### config.mk
export PLATFORM = sky130hd
export DESIGN_NAME = timekeeper
export DESIGN_NICKNAME = d
export VERILOG_FILES = /design/src/rtl/timekeeper_pkg.sv /design/src/rtl/tk_ctrl.sv /design/src/rtl/tk_datapath.sv /design/src/rtl/timekeeper.sv
export SDC_FILE = /design/constraint.sdc
export NUM_CORES = 1
export LEC_CHECK = 0
export BUFFER_PORTS_ARGS = -buffer_cell sky130_fd_sc_hd__buf_2
export CAP_MARGIN = 5
export CORE_MARGIN = 5
export CORE_UTILIZATION = 40
export CTS_CLUSTER_SIZE = 20
export DETAILED_ROUTE_END_ITERATION = 12
export MAX_ROUTING_LAYER = met4
export SETUP_SLACK_MARGIN = 0.5
export SLEW_MARGIN = 15
export SYNTH_ARGS = -nofsm -noshare
export SYNTH_HDL_FRONTEND = slang
export SYNTH_SLANG_ARGS = --single-unit
### constraint.sdc
create_clock -name clk -period 5.4 [get_ports clk]
set_clock_uncertainty 0.15 [all_clocks]
set_input_delay 0.54 -clock clk [delete_from_list [all_inputs] [get_ports clk]]
set_output_delay 0.54 -clock clk [all_outputs]
set_load 0.05 [all_outputs]
### src/rtl/timekeeper_pkg.sv
package timekeeper_pkg;
  // Strobes issued by the control path to the datapath each cycle.
  typedef struct packed {
    logic loadRef;  // take new reference, recapture offset, clear era
    logic eraStep;  // counter wrapped: advance era by one counter span
    logic capture;  // register current time onto the output
  } tkStrobes_t;
endpackage

### src/rtl/tk_ctrl.sv
module tk_ctrl
  import timekeeper_pkg::*;
#(
  parameter int CNT_W = 48
) (
  input  logic             clk,
  input  logic             rstN,
  input  logic [CNT_W-1:0] tsNow,
  input  logic             loadEn,
  input  logic             rdReq,
  output tkStrobes_t       strb,
  output logic             timeValid
);
  logic [CNT_W-1:0] prevTs;
  logic             wrapSeen;

  // A drop in the counter value means it passed all-ones to zero.
  assign wrapSeen = (tsNow < prevTs);

  always_comb begin
    strb.loadRef = loadEn;
    strb.eraStep = wrapSeen && !loadEn;  // a load overrides a coincident wrap
    strb.capture = rdReq;
  end

  always_ff @(posedge clk or negedge rstN) begin
    if (!rstN) begin
      prevTs    <= '0;
      timeValid <= 1'b0;
    end else begin
      prevTs    <= tsNow;
      timeValid <= rdReq;
    end
  end
endmodule

### src/rtl/tk_datapath.sv
module tk_datapath
  import timekeeper_pkg::*;
#(
  parameter int CNT_W  = 48,
  parameter int TIME_W = 64
) (
  input  logic              clk,
  input  logic              rstN,
  input  logic [CNT_W-1:0]  tsNow,
  input  logic [TIME_W-1:0] loadTime,
  input  tkStrobes_t        strb,
  output logic [TIME_W-1:0] timeOut
);
  localparam int PAD_W = TIME_W - CNT_W;
  localparam logic [TIME_W-1:0] ERA_UNIT = {{(TIME_W-1){1'b0}}, 1'b1} << CNT_W;

  logic [TIME_W-1:0] refReg, eraReg, refNext, eraNext, nowTime;
  logic [CNT_W-1:0]  offReg, offNext;
  logic [TIME_W-1:0] tsExt, offExt;

  always_comb begin
    refNext = strb.loadRef ? loadTime : refReg;
    offNext = strb.loadRef ? tsNow : offReg;
    if (strb.loadRef)      eraNext = '0;
    else if (strb.eraStep) eraNext = eraReg + ERA_UNIT;
    else                   eraNext = eraReg;
    tsExt  = {{PAD_W{1'b0}}, tsNow};
    offExt = {{PAD_W{1'b0}}, offNext};
    // Full-width subtraction: a wrap below the offset goes negative and
    // the era term restores it.
    nowTime = refNext + (tsExt - offExt) + eraNext;
  end

  always_ff @(posedge clk or negedge rstN) begin
    if (!rstN) begin
      refReg  <= '0;
      offReg  <= '0;
      eraReg  <= '0;
      timeOut <= '0;
    end else begin
      refReg <= refNext;
      offReg <= offNext;
      eraReg <= eraNext;
      if (strb.capture) timeOut <= nowTime;
    end
  end
endmodule

### src/rtl/timekeeper.sv
module timekeeper
  import timekeeper_pkg::*;
#(
  parameter int CNT_W  = 48,
  parameter int TIME_W = 64
) (
  input  logic              clk,
  input  logic              rstN,
  input  logic [CNT_W-1:0]  tsNow,
  input  logic              loadEn,
  input  logic [TIME_W-1:0] loadTime,
  input  logic              rdReq,
  output logic              timeValid,
  output logic [TIME_W-1:0] timeOut
);
  tkStrobes_t strb;

  tk_ctrl #(.CNT_W(CNT_W)) uCtrl (
    .clk(clk), .rstN(rstN), .tsNow(tsNow), .loadEn(loadEn),
    .rdReq(rdReq), .strb(strb), .timeValid(timeValid)
  );

  tk_datapath #(.CNT_W(CNT_W), .TIME_W(TIME_W)) uDp (
    .clk(clk), .rstN(rstN), .tsNow(tsNow), .loadTime(loadTime),
    .strb(strb), .timeOut(timeOut)
  );
endmodule

==> results by stage <==
Synthesis:
- The count of warnings emitted by yosys is 0.
- The synthesized-area fraction occupied by xor and xnor cells is 0.0513.
- In this run, synthesis inferred 0 flip-flops with an integrated enable.
- Of all cell types, the one taking the most synthesized area is dfrtp_1.
- Of the total synthesized cell area, the portion taken by full adders, half adders and majority gates is 0.169.
- Synthesis inferred 289 register bits.
- In the synthesized netlist the dominant register cell turns out to be dfrtp_1.
- Counting flops with an async set or reset pin after synthesis yields a share of 1.00.
- The cell count after synthesis came out at 2061.
- The distinct cell type count of the synthesized netlist is 76.
- The post-synthesis mux area share is 0.0940.
- The simple-gate area share of the yosys netlist is 0.113.
- The compound-cell area share of the yosys netlist is 0.128.
- In this run the cell area of the synthesized design comes to 19800 um2.
- Of the synthesized area, sequential elements account for 0.365.
- The top-area cell type share of the netlist area is 0.365.
- By area, the combinational part of the netlist is dominated by adder cells.
- The synthesized netlist net count is 2405.
- The average size of a mapped cell is 9.61 um2.
- By area the synthesized netlist is led by dfrtp_1, ha_1, inv_1.

Die:
- The number of rows in the core area is 81.
- The die covers 54000 um2.
- For this configuration, the core starts out at a cell density of 0.404.
- The die is 232 um wide.
- 181 I/O pins were placed.
- After floorplanning, the core was sized to cover 49000 um2.
- From bottom edge to top edge, the die measures 232 um.

Setup path:
- Counting cells, the worst reg-to-reg path comes to 23.
- The path length in cells of the critical path is 23.
- The launching element of the worst setup path is uDp.offReg[0]$_DFF_PN0_.
- The startpoint identified for the worst register-to-register timing path is uDp.offReg[0]$_DFF_PN0_.
- The setup slack of the worst register-to-register path is -0.78 ns.
- The startpoint-to-endpoint class of the critical path is register to register.
- The highest cell delay on the worst timing path is 0.50 ns.
- STA classifies the critical path startpoint as a register.
- The worst-path cell with the longest stage delay is or3b_2.
- The data required time of the critical path is 5.67 ns.
- The signal on the critical path passes through mux2_4, ha_4, fa_2, nor2b_4, o2111ai_2, a211o_1, a311oi_2, buf_4, o2111ai_4, a21oi_2, o211ai_1, nand2_4, buf_4, fa_1, inv_1, ha_1, and3_1, and3_1, or3b_2, o21ai_1, o31ai_2, or3_1, a311o_1.
- In this run the critical register-to-register path is captured at uDp.timeOut[63]$_DFFE_PN0P_.
- Data on the critical path arrives at its endpoint at 6.46 ns.
- The highest fanout seen on the critical path is 6.
- The sort of element at the end of the critical path is a register.
- Counting both buffers and inverters, the worst setup path holds a total of 3.
- Grouping stages by cell kind, the critical path spends the most delay in compound AO/OA/AOI/OAI gates.

Global routing:
- Entering global routing, the biggest net connects 116 pins.
- The first-pass GRT wire length is 90300 um.
- The number of antenna violations at the first check in global routing is 4.
- In the global route stage, overall resource usage came out at 0.213.
- The number of global-route vias before repair is 17800.
- Summed over all layers, the global routing overflow is 0.

Timing:
- The worst path in the final design needs a cycle of 6.18 ns, including I/O delays and setup.
- The peak clock frequency supported by timing is 0.162 GHz.
- The share of the clock period used by the worst path is 1.15.
- Setup repair after global routing could not meet its margin everywhere.
- In this run the tightest slew margin relative to its limit is 0.450.
- The number of setup violations in the final report is 40.
- The hold violation count in the final report is 0.
- After layout, the worst setup slack is -0.784 ns.
- At the pin with the least slew margin, the transition time is 0.825 ns.
- The number of max-slew violations in the final report was 0.

Routing:
- The average wire per cell in the routed design is 16.2 um.
- Summed over all layers, the routed wires come to 56200 um.
- The number of detailed-routing iterations run before antenna repair is 5.
- The number of violations reported at the end of detailed-routing iteration 0 is 740.
- After detailed routing, the number of vias per cell comes to 4.87.
- Summing over every cut layer, the via total after detailed routing is 16900.
- For this run, design rule violations remaining after detail routing come to 0.
- The number of routed nets with antenna violations is 0.

Power and ir drop:
- The cell area power density is 452 nW/um2.
- The worst IR drop on VDD is 0.000395 V.
- In this run the static leakage power is 15.0 nW.

Placement:
- Prior to clock tree synthesis, the placed netlist has a worst setup slack of -1.39 ns.
- Buffers placed on the I/O ports in this run total 180.
- The global placer's final weighted congestion is 0.933.
- The placed instances occupy a cell area of 25500 um2.
- The sum of net half-perimeters after detailed placement is 44100 um.

Layout:
- The finished cells cover 28200 um2.
- The post-layout net count is 3121.
- The signed area change from the synthesized netlist to the final layout is 42.2%.
- In the final layout, the share of cells above drive strength 1 is 0.383.

Status:
- The flow ran to the end, but the final reports show violations.
- The checks that failed: negative setup slack.

Hold path:
- The worst hold path depth is 1.
- The worst hold path begins at tsNow[9].
- The path category of the worst min-delay check is input port to register.
- The sink of the worst hold path is uCtrl.prevTs[9]$_DFF_PN0_.

Clocking:
- The maximum clock path buffer count is 3.
- Clock-pin slew was measured on the worst setup and hold paths at 0.06 ns.
- The H-tree generated during clock tree synthesis spans 2 levels.
- The later-pin clock latency in the skew report is 0.55 ns.
- The clock tree from TritonCTS is yes.
- Buffers inserted during clock tree synthesis total 34.
- Counting every sink on the clock net gives 289.
- The root buffer cell is clkbuf_16.

Job:
- The number of maximum-capacitance violations is 0.
[metrics by stage]
stage | util | hold slack (ns) | cells | total power, mW | setup TNS, ns
detailed placement | 0.521 | 0.322 | 3348 | 9.58 | -40.08
CTS | 0.561 | 0.00107 | 3435 | 12.5 | -18.61
global placement | 0.521 | 0.317 | 3348 | 9.50 | -37.80
finish | 0.575 | 0.0339 | 3463 | 12.7 | -17.86
global route | 0.575 | 0.0175 | 3461 | 13.6 | -27.36
floorplan | - | 0.0944 | 2061 | 6.83 | -12.82
[layer usage]
metal | GRT usage | vias up | part of all wire
met2 | 0.366 | 305 | 0.49
met1 | 0.266 | 8101 | 0.44
met5 | - | - | 0
met4 | 0.0604 | 0 | 0.030
li1 | - | 8358 | -
met3 | 0.0260 | 104 | 0.041
[kinds of logic after synthesis]
kind of cell | after synthesis
simple gates | 435
buf+inv | 420
compound gates | 395
flops | 289
fa+ha+maj | 228
mux | 178
xor+xnor | 116
[cells in the mapped netlist (5+ instances only)]
master and number:
ha_1 163, or3_1 5, o211ai_1 11, o21bai_1 19, or2_2 20, nor4_1 7
o21a_1 14, nand3_1 41, xnor2_1 78, a211oi_1 6, o21ai_1 6, o2111ai_1 5
a21boi_0 7, nand2_1 103, and2_1 5, nand4_1 32, fa_1 65, a21o_1 59
o21ai_0 58, buf_1 6, nor3_1 21, o31ai_1 7, and3_1 15, mux2i_1 114
nand2b_1 55, inv_1 364, a31oi_1 15, dfrtp_1 289, a21oi_1 141, clkbuf_1 47
mux2_2 64, nor2_1 88, xor2_1 38, nor2b_1 17
[cells in the final DEF (no fill, tap or decap), types with 16 or more instances in the layout]
| master | netlist | layout |
|---|---|---|
| buf_4 | 0 | 508 |
| inv_1 | 364 | 357 |
| dfrtp_1 | 289 | 289 |
| buf_2 | 3 | 177 |
| ha_1 | 163 | 146 |
| mux2i_1 | 114 | 109 |
| a21oi_1 | 141 | 98 |
| nand2_1 | 103 | 96 |
| nor2_1 | 88 | 81 |
| xnor2_1 | 78 | 68 |
| fa_1 | 65 | 63 |
| a21o_1 | 59 | 59 |
| nand2b_1 | 55 | 54 |
| mux2_2 | 64 | 48 |
| buf_6 | 0 | 39 |
| a21oi_2 | 2 | 37 |
| nand3_1 | 41 | 36 |
| clkbuf_16 | 0 | 35 |
| xor2_1 | 38 | 33 |
| o21ai_0 | 58 | 32 |
| nand4_1 | 32 | 32 |
| o21ai_2 | 2 | 19 |
| or2_2 | 20 | 19 |
| nor3_1 | 21 | 16 |
| mux2_4 | 0 | 16 |
| ha_4 | 0 | 16 |
[layout make-up]
cell class | count | area (um2)
Timing Repair Buffer | 736 | 5310
Sequential cell | 289 | 7230
Multi-Input combinational cell | 1352 | 12300
Clock inverter | 12 | 141
Fill cell | 4306 | 20800
Inverter | 364 | 1370
Antenna cell | 2 | 5.00
Clock buffer | 44 | 930
Tap cell | 664 | 831
[what timing repair did]
| action | 4_1_cts | 5_1_grt |
|---|---|---|
| gates resized for setup | 131 | 104 |
| pin swaps | 68 | 81 |
| setup endpoints to repair | 48 | 51 |
| hold buffers | 6 | 0 |
| cloned | 0 | 0 |
| setup buffers | 25 | 26 |
| hold endpoints to repair | 89 | 0 |
[power breakdown]
group	internal (mW)	switching [mW]	total, mW
logic	3.62	4.14	7.76
clock network	1.35	0.927	2.28
registers	2.53	0.163	2.69
[state kept, by name, summed over array words and instances, names as in the netlist]
name	flops
uDp.timeOut	64
uCtrl.prevTs	48
uDp.eraReg	64
uDp.offReg	48
uCtrl.timeValid	1
uDp.refReg	64
[how the worst max path moves through the flow]
stage / to
3_5_place_dp: uDp.timeOut[63]$_DFFE_PN0P_
6_report: uDp.timeOut[63]$_DFFE_PN0P_
4_1_cts: uDp.timeOut[63]$_DFFE_PN0P_
3_3_place_gp: uDp.timeOut[63]$_DFFE_PN0P_
2_1_floorplan: uDp.timeOut[59]$_DFFE_PN0P_
5_1_grt: uDp.timeOut[63]$_DFFE_PN0P_
(Power assumes the default switching activity.)
